==> config.mk <==
export PLATFORM = sky130hd
export DESIGN_NAME = dac_serial_distributor
export DESIGN_NICKNAME = d
export VERILOG_FILES = /design/src/rtl/dsd_pkg.sv /design/src/rtl/dsd_sync.sv /design/src/rtl/dsd_addr_ctrl.sv /design/src/rtl/dsd_channel.sv /design/src/rtl/dac_serial_distributor.sv
export SDC_FILE = /design/constraint.sdc
export NUM_CORES = 1
export LEC_CHECK = 0
export ABC_CLOCK_PERIOD_IN_PS = 6400
export BUFFER_PORTS_ARGS = -buffer_cell sky130_fd_sc_hd__buf_2
export CAP_MARGIN = 10
export CORE_MARGIN = 8
export CORE_UTILIZATION = 67
export DETAILED_ROUTE_END_ITERATION = 10
export HOLD_SLACK_MARGIN = 0.06
export PLACE_DENSITY = 0.82
export SLEW_MARGIN = 20
export SYNTH_ARGS = -nofsm -noshare
export SYNTH_HDL_FRONTEND = slang
export SYNTH_SLANG_ARGS = --single-unit
==> constraint.sdc <==
create_clock -name clk -period 6.4 [get_ports clk]
set_input_delay 0.32 -clock clk [delete_from_list [all_inputs] [get_ports clk]]
set_output_delay 0.32 -clock clk [all_outputs]
set_load 0.02 [all_outputs]
==> src/rtl/dsd_pkg.sv <==
package dsd_pkg;

   // Host-side control bits that travel through the synchronizer together.
   typedef struct packed {
      logic sclk;
      logic sdi;
      logic csn;
   } host_ctl_t;

   localparam int HOST_CTL_W = $bits(host_ctl_t);

   // Idle level of the host control bits, applied while in reset.
   localparam host_ctl_t HOST_CTL_IDLE = '{sclk: 1'b0, sdi: 1'b0, csn: 1'b1};

   function automatic bit is_pow2(input int value);
      return (value >= 2) && ((value & (value - 1)) == 0);
   endfunction

endpackage

==> src/rtl/dsd_sync.sv <==
module dsd_sync #(
   parameter int                WIDTH    = 4,
   parameter int                STAGES   = 2,
   parameter logic [WIDTH-1:0]  IDLE_VAL = '0
) (
   input  logic             clk,
   input  logic             rst_n,
   input  logic [WIDTH-1:0] din,
   output logic [WIDTH-1:0] dout
);

   initial begin
      stages_range_chk : assert (STAGES >= 1 && STAGES <= 4)
         else $error("dsd_sync: STAGES must be 1..4");
   end

   logic [WIDTH-1:0] stage_q [STAGES];

   generate
      if (STAGES == 1) begin : g_single
         always_ff @(posedge clk or negedge rst_n) begin
            if (!rst_n) stage_q[0] <= IDLE_VAL;
            else        stage_q[0] <= din;
         end
      end else begin : g_chain
         always_ff @(posedge clk or negedge rst_n) begin
            if (!rst_n) begin
               for (int s = 0; s < STAGES; s++) stage_q[s] <= IDLE_VAL;
            end else begin
               stage_q[0] <= din;
               for (int s = 1; s < STAGES; s++) stage_q[s] <= stage_q[s-1];
            end
         end
      end
   endgenerate

   assign dout = stage_q[STAGES-1];

endmodule

==> src/rtl/dsd_addr_ctrl.sv <==
module dsd_addr_ctrl #(
   parameter int NUM_CH = 8,
   parameter int WORD_W = 32,
   localparam int ADDR_W = $clog2(NUM_CH),
   localparam int CNT_W  = $clog2(WORD_W)
) (
   input  logic              clk,
   input  logic              rst_n,
   input  logic              csn_s,
   input  logic              sclk_rise,
   input  logic [ADDR_W-1:0] addr_s,
   output logic              csn_fall,
   output logic [ADDR_W-1:0] sel_addr,
   output logic [NUM_CH-1:0] shift_en,
   output logic [NUM_CH-1:0] commit
);

   localparam logic [CNT_W-1:0] LAST_BIT = CNT_W'(WORD_W - 1);

   logic              csn_prev;
   logic [CNT_W-1:0]  bit_cnt;
   logic [CNT_W-1:0]  cnt_eff;
   logic [ADDR_W-1:0] addr_eff;
   logic              take_bit;
   logic              word_done;

   assign csn_fall  = csn_prev & ~csn_s;
   // On the select edge itself the freshly sampled address and a cleared
   // count apply, so a clock rise in that same cycle is not misrouted.
   assign addr_eff  = csn_fall ? addr_s : sel_addr;
   assign cnt_eff   = csn_fall ? '0 : bit_cnt;
   assign take_bit  = ~csn_s & sclk_rise;
   assign word_done = take_bit & (cnt_eff == LAST_BIT);

   always_ff @(posedge clk or negedge rst_n) begin
      if (!rst_n) begin
         csn_prev <= 1'b1;
         sel_addr <= '0;
         bit_cnt  <= '0;
      end else begin
         csn_prev <= csn_s;
         if (csn_fall) sel_addr <= addr_s;
         if (take_bit) bit_cnt <= word_done ? '0 : cnt_eff + 1'b1;
         else if (csn_fall) bit_cnt <= '0;
      end
   end

   generate
      for (genvar c = 0; c < NUM_CH; c++) begin : g_dec
         logic hit;
         assign hit         = (addr_eff == ADDR_W'(c));
         assign shift_en[c] = take_bit  & hit;
         assign commit[c]   = word_done & hit;
      end
   endgenerate

endmodule

==> src/rtl/dsd_channel.sv <==
module dsd_channel #(
   parameter int WORD_W = 32
) (
   input  logic              clk,
   input  logic              rst_n,
   input  logic              shift_en,
   input  logic              commit,
   input  logic              sdi_s,
   input  logic              lrck_edge,
   input  logic              bit_tick,
   output logic [WORD_W-1:0] hold,
   output logic              sdo
);

   logic [WORD_W-1:0] in_sr;
   logic [WORD_W-1:0] out_sr;
   logic [WORD_W-1:0] in_next;

   assign in_next = {in_sr[WORD_W-2:0], sdi_s};

   always_ff @(posedge clk or negedge rst_n) begin
      if (!rst_n) begin
         in_sr  <= '0;
         hold   <= '0;
         out_sr <= '0;
      end else begin
         if (shift_en) in_sr <= in_next;
         if (commit)   hold  <= in_next;
         if (lrck_edge)     out_sr <= hold;
         else if (bit_tick) out_sr <= {out_sr[WORD_W-2:0], 1'b0};
      end
   end

   assign sdo = out_sr[WORD_W-1];

endmodule

==> src/rtl/dac_serial_distributor.sv <==
module dac_serial_distributor #(
   parameter int NUM_CH      = 8,
   parameter int WORD_W      = 32,
   parameter int SYNC_STAGES = 2,
   localparam int ADDR_W     = $clog2(NUM_CH)
) (
   input  logic              clk,
   input  logic              rst_n,
   input  logic              host_sclk,
   input  logic              host_sdi,
   input  logic              host_csn,
   input  logic [ADDR_W-1:0] host_addr,
   input  logic              frame_lrck,
   input  logic              bit_tick,
   output logic [NUM_CH-1:0] dac_sdo
);
   import dsd_pkg::*;

   localparam int SYNC_W = HOST_CTL_W + ADDR_W;
   localparam logic [SYNC_W-1:0] SYNC_IDLE = {HOST_CTL_IDLE, {ADDR_W{1'b0}}};

   initial begin
      ch_count_chk : assert (is_pow2(NUM_CH))
         else $error("NUM_CH must be a power of two, at least 2");
      word_width_chk : assert (WORD_W >= 2)
         else $error("WORD_W must be at least 2");
   end

   // Host pins
   host_ctl_t         ctl_s;
   logic [ADDR_W-1:0] addr_s;
   logic [SYNC_W-1:0] sync_out;

   dsd_sync #(
      .WIDTH    (SYNC_W),
      .STAGES   (SYNC_STAGES),
      .IDLE_VAL (SYNC_IDLE)
   ) u_sync (
      .clk   (clk),
      .rst_n (rst_n),
      .din   ({host_sclk, host_sdi, host_csn, host_addr}),
      .dout  (sync_out)
   );

   assign ctl_s  = host_ctl_t'(sync_out[SYNC_W-1:ADDR_W]);
   assign addr_s = sync_out[ADDR_W-1:0];

   logic sclk_prev;
   logic sclk_rise;
   logic lrck_prev;
   logic lrck_edge;

   always_ff @(posedge clk or negedge rst_n) begin
      if (!rst_n) begin
         sclk_prev <= 1'b0;
         lrck_prev <= 1'b0;
      end else begin
         sclk_prev <= ctl_s.sclk;
         lrck_prev <= frame_lrck;
      end
   end

   assign sclk_rise = ctl_s.sclk & ~sclk_prev;
   assign lrck_edge = frame_lrck ^ lrck_prev;

   // Address and word control
   logic              csn_s;
   logic              csn_fall;
   logic [ADDR_W-1:0] sel_addr;
   logic [NUM_CH-1:0] shift_en;
   logic [NUM_CH-1:0] commit;

   assign csn_s = ctl_s.csn;

   dsd_addr_ctrl #(
      .NUM_CH (NUM_CH),
      .WORD_W (WORD_W)
   ) u_ctrl (
      .clk       (clk),
      .rst_n     (rst_n),
      .csn_s     (csn_s),
      .sclk_rise (sclk_rise),
      .addr_s    (addr_s),
      .csn_fall  (csn_fall),
      .sel_addr  (sel_addr),
      .shift_en  (shift_en),
      .commit    (commit)
   );

   // Channels
   logic [NUM_CH*WORD_W-1:0] hold_flat;

   generate
      for (genvar c = 0; c < NUM_CH; c++) begin : g_ch
         dsd_channel #(
            .WORD_W (WORD_W)
         ) u_chan (
            .clk       (clk),
            .rst_n     (rst_n),
            .shift_en  (shift_en[c]),
            .commit    (commit[c]),
            .sdi_s     (ctl_s.sdi),
            .lrck_edge (lrck_edge),
            .bit_tick  (bit_tick),
            .hold      (hold_flat[c*WORD_W +: WORD_W]),
            .sdo       (dac_sdo[c])
         );
      end
   endgenerate

endmodule

# After elaboration in Yosys (flattened, before gate mapping)
# Cells that the tools add are included.
[op_classes]
reduce_logical = 2
muxes = 20
n_eq_ne = 8
addsub = 1
n_bitwise = 23
[op_table]
columns = ["operator", "n"]
rows = [
  ["$mux W32", 16],
  ["$and A1 B1 Y1", 20],
  ["$mux W5", 3],
  ["$eq A3 B3 Y1 const B", 4],
  ["$eq A3 B2 Y1 const B", 2],
  ["$add A5 B1 Y5 const B", 1],
  ["$eq A5 B5 Y1 const B", 1],
  ["$eq A3 B1 Y1 const B", 1],
  ["$logic_not A3 Y1", 1],
  ["$mux W3", 1],
  ["$not A1 Y1", 2],
  ["$reduce_bool A2 Y1", 1],
  ["$xor A1 B1 Y1", 1],
]
[word_totals]
ff_bits = 783
elab_cells = 85
in_bits = 10
out_inout_bits = 8

# Depth between registers and ports, before layout
[logic_depth]
word_depth = 7
ltp_mapped = 14
ltp_nobuf = 10

# By module
# From an unflattened synthesis, not the netlist that was laid out.
[hier_totals]
hier_cells = 2269
hier_area_um2 = 33114.3
[modules_own_cells]
columns = ["module", "seq_area_each_um2", "n_inst", "area_per_inst_um2", "cells_per_inst"]
rows = [
  ["dsd_channel", 2377.3, 8, 4008.8, 272],
  ["dsd_addr_ctrl", 226.5, 1, 630.6, 71],
  ["dsd_sync", 302.8, 1, 347.8, 18],
  ["dac_serial_distributor", 50.0, 1, 65.1, 4],
]

# Least setup slack after synthesis
# Ideal clock, no wire load.
[synth_path]
path_type = "flip-flop to flip-flop"
start = "register u_sync.stage_q (netlist bit u_sync.dout[3])"
end = "register g_ch[0].u_chan.hold[10]"
slack_ns = 3.345
synth_period_minus_slack_ns = 3.055
required_time_ns = 6.275
setup_time_ns = 0.125
path_buffers = 4
path_stages_with_launch = 15
arrival_ns = 2.931
path_cell_list = "dfstp_2 > nand2b_1 > buf_4 > buf_4 > nand2_1 > inv_1 > ha_1 > and4_1 > ha_1 > nand4bb_1 > a211oi_2 > nor2b_1 > buf_2 > buf_4 > mux2_2"
[synth_via]
elab_chain_cells = 6
word_cells_on_any_way = 9
classes_between = "eq/ne: 1; mux: 2; bitwise: 5; reduce/logical: 1"
[synth_lines]
columns = ["element", "line_no", "rtl"]
rows = [
  ["start: declaration", "dsd_sync.sv:17", "logic [WIDTH-1:0] stage_q [STAGES];"],
  ["$not A1 Y1 *", "dsd_addr_ctrl.sv:27, dsd_addr_ctrl.sv:32", ""],
  ["$and A1 B1 Y1", "dsd_addr_ctrl.sv:27", "assign csn_fall = csn_prev & ~csn_s;"],
  ["$mux W5", "dsd_addr_ctrl.sv:31", "assign cnt_eff = csn_fall ? '0 : bit_cnt;"],
  ["$eq A5 B5 Y1", "dsd_addr_ctrl.sv:33", "assign word_done = take_bit & (cnt_eff == LAST_BIT);"],
  ["$and A1 B1 Y1", "dsd_addr_ctrl.sv:33", ""],
  ["$and A1 B1 Y1 *", "dsd_addr_ctrl.sv:53", "assign commit[c] = word_done & hit;"],
  ["end signal: assignment", "dsd_channel.sv:28", "if (commit) hold <= in_next;"],
  ["end: declaration", "dsd_channel.sv:11", "output logic [WORD_W-1:0] hold,"],
]
# Mark *: on every way between the ends. The rest lies on a longest branch, timed or not.
# A chain may end at the register's enable or synchronous reset.

# Worst setup path in the final report
[layout_path]
start = "register u_sync.stage_q (netlist bit u_sync.dout[3])"
end = "register g_ch[0].u_chan.hold[19]"
# The elaborated chain is that of the path after synthesis.

==> metrics.txt <==
Synth cell types=38; total track usage=0.188; reg2reg start=u_sync.dout[3]$_DFF_PN1_; Combinational Power Share=0.035; Crit Path Class=register to register; H-tree lvl count=3; Pwr Density=288 nW/um2; clock power share=0.457; Worst Max-Slew Pin Slew=1.07 ns; Post-CTS Repair Setup Buffers=0; flop2flop setup slack=2.26 ns; Fin. Hold Viols=0; Achievable Freq=242 MHz; min cycle time layout=4.14 ns; Cell Area, Placed=31700 um2; GRT overflow=0; Routed WL=48600 um; die height=232 um; HP Class=register to register; FF-to-FF End=g_ch[0].u_chan.hold[19]$_DFFE_PN0P_; Max Transition Viols Final=0; IO buf count=17; Critical Path AT=4.61 ns; P_leak=17.3 nW; Post-synth EDFFs=0; Max Cap Viol=0; Filler cells=2800; Hold-fix buffers, CTS=8; final layout net count=2263; period utilization=0.646; CTS Buffer Depth=3; Tot Pwr=9.91 mW; drt via density=5.72; Syn Nets=2282; Slew headroom=0.286; Synth Area per Inst=13.7 um2; Worst-path clk slew=0.06 ns; Levels on crit path=11; wire per inst=16.7 um; clock root cell=clkbuf_16; Setup crit end=g_ch[0].u_chan.hold[19]$_DFFE_PN0P_; vias in the first global route=17800; Cell Count, Final, Fillers Out=2917; Post-Route Utilization=0.744; sequential element share of the synthesized area=0.628; Num CTS Buffers=76; Ys Warns=0; Die Span X=232 um; Power Internal=7.85 mW; Synth async-reset ratio=1.00; skew final=0.0113 ns; DP HPWL=26600 um; layout cells sized above 1=0.286; CTS tree=done; most used cell, CP=ha_1; global-route wire length before repair=85900 um; # resized after CTS=0; initial antenna violation count=0; Multi-input gate area=11000 um2; Initial Util=0.675; core area=46300 um2; slowest cell on the critical path=nand2b_1; clk_lat worst skew=0.60 ns; endpoints failing setup=0; Net Sw Frac=0.208; IO Pins=18; CTS sink cnt=783; Post-Route Setup TNS=0 ns; commonest non-fill, non-tap cell in the layout=dfrtp_1; Synth Cell Area=31200 um2; DR vias=16700; routability cong.=0.735; critical path startpoint=u_sync.dout[3]$_DFF_PN1_; fin area=34400 um2; most frequent cells in the layout=dfrtp_1, mux2_2, nand2_1; FF-to-FF path depth=11; first-pass detailed-route iteration total=5; slowest stage delay, CP=0.61 ns; Post-synth top flop=dfrtp_1; DIE AREA=53700 um2; crit path buf inv count=2; outcome=finished clean; site row count=79; Peak supply drop=265 uV; critical path capture point type=register; placed cell count=2772; diode count=0; largest net degree at the start of global routing=252; synthesis-to-finish area growth=10.3%; DRC viols=0; family with the most delay on the worst path=simple AND/OR/NAND/NOR gates; CP required=6.87 ns; post-synthesis cell count=2270; switching power=2.06 mW; RSZ-0062 raised after global routing=no; Synth Register Bits=783; CP cell instances=nand2b_1 > nand2_1 > inv_1 > ha_1 > and4_1 > ha_1 > nand4bb_1 > a211oi_2 > nor2b_2 > buf_4 > mux2_2; CP Max Fanout=32; Starting DRT DRC Count=1082; Antenna Nets Post-Route=0; CP startpoint kind=register; register area=19600 um2; Reg power frac=0.507
-- power by group through the flow --
stage	Clock [mW]	Sequential [mW]	Combinational, mW
finish	4.53	5.03	0.349
global route	4.84	5.03	0.394
CTS	4.65	5.03	0.358
detailed placement	0	5.12	0.352
global placement	0	5.11	0.342
floorplan	0	5.11	0.215
-- Yosys cell counts (all sizes together), types with 4 or more instances --
master    n  area [um2]
mux2    505        5690
buf      82         443
nand3     4        20.0
clkbuf   65         244
nand2b   10        62.6
o21ai   261        1310
nand2   268        1010
inv       7        26.3
mux2i   252        2530
dfrtp   780       19500
-- area by class of cell --
| type | instances | area share |
|---|---|---|
| Timing Repair Buffer | 50 | 0.0135 |
| Sequential cell | 783 | 0.570 |
| Clock inverter | 18 | 0.00633 |
| Multi-Input combinational cell | 1333 | 0.318 |
| Clock buffer | 119 | 0.0695 |
| Inverter | 7 | 0.000764 |
| Tap cell | 607 | 0.0221 |
-- sequential cells by signal, summed over array words and instances (netlist names) --
name	count
lrck_prev	1
g_ch.u_chan.hold	256
g_ch.u_chan.out_sr	256
u_ctrl.sel_addr	3
u_ctrl.bit_cnt	5
u_sync.dout	6
g_ch.u_chan.in_sr	248
u_sync.stage_q	6
sclk_prev	1
u_ctrl.csn_prev	1
-- worst min path at each step --
stage,start,endpoint,slack (ns),cells after the start
final,u_sync.stage_q[10]$_DFF_PN0_,u_sync.dout[4]$_DFF_PN0_,0.35,0
after global routing,u_sync.stage_q[10]$_DFF_PN0_,u_sync.dout[4]$_DFF_PN0_,0.35,0
after CTS,bit_tick,g_ch[4].u_chan.out_sr[17]$_DFFE_PN0P_,0.33,3
after detailed placement,u_sync.stage_q[7]$_DFF_PN0_,u_sync.dout[1]$_DFF_PN0_,0.34,0
after global placement,u_sync.stage_q[11]$_DFF_PN0_,u_sync.dout[5]$_DFF_PN0_,0.34,0
after floorplan,rst_n,g_ch[0].u_chan.hold[0]$_DFFE_PN0P_,0.02,0
-- per-stage QoR --
step                      setup WS, ns  hold slack, ns
after CTS                         2.33           0.332
after detailed placement          2.39           0.336
after global routing              1.95           0.352
after floorplan                   3.34          0.0244
final                             2.26           0.346
after global placement            2.66           0.338
-- cell families (layout without fill, tap and decap cells) --
kind of cell             count (synthesis)  count (layout)  share of synthesized area
adder cells (fa/ha/maj)                  2               2                   0.000802
AND/OR/NAND/NOR                        303             303                     0.0406
AO/OA/AOI/OAI                          270             270                     0.0443
flip-flops                             783             783                      0.628
multiplexers                           757             757                      0.263
buffers and inverters                  154             194                     0.0229
XOR/XNOR                                 1               1                   0.000281
-- layer usage --
metal | global-route usage | vias up | wire length, um
li1 | - | 7872 | -
met4 | 0.0545 | 0 | 1140
met5 | 0 | - | 0
met3 | 0.0326 | 94 | 1200
met1 | 0.247 | 8577 | 21500
met2 | 0.322 | 156 | 24800
Power figures use the tool's default switching activity.
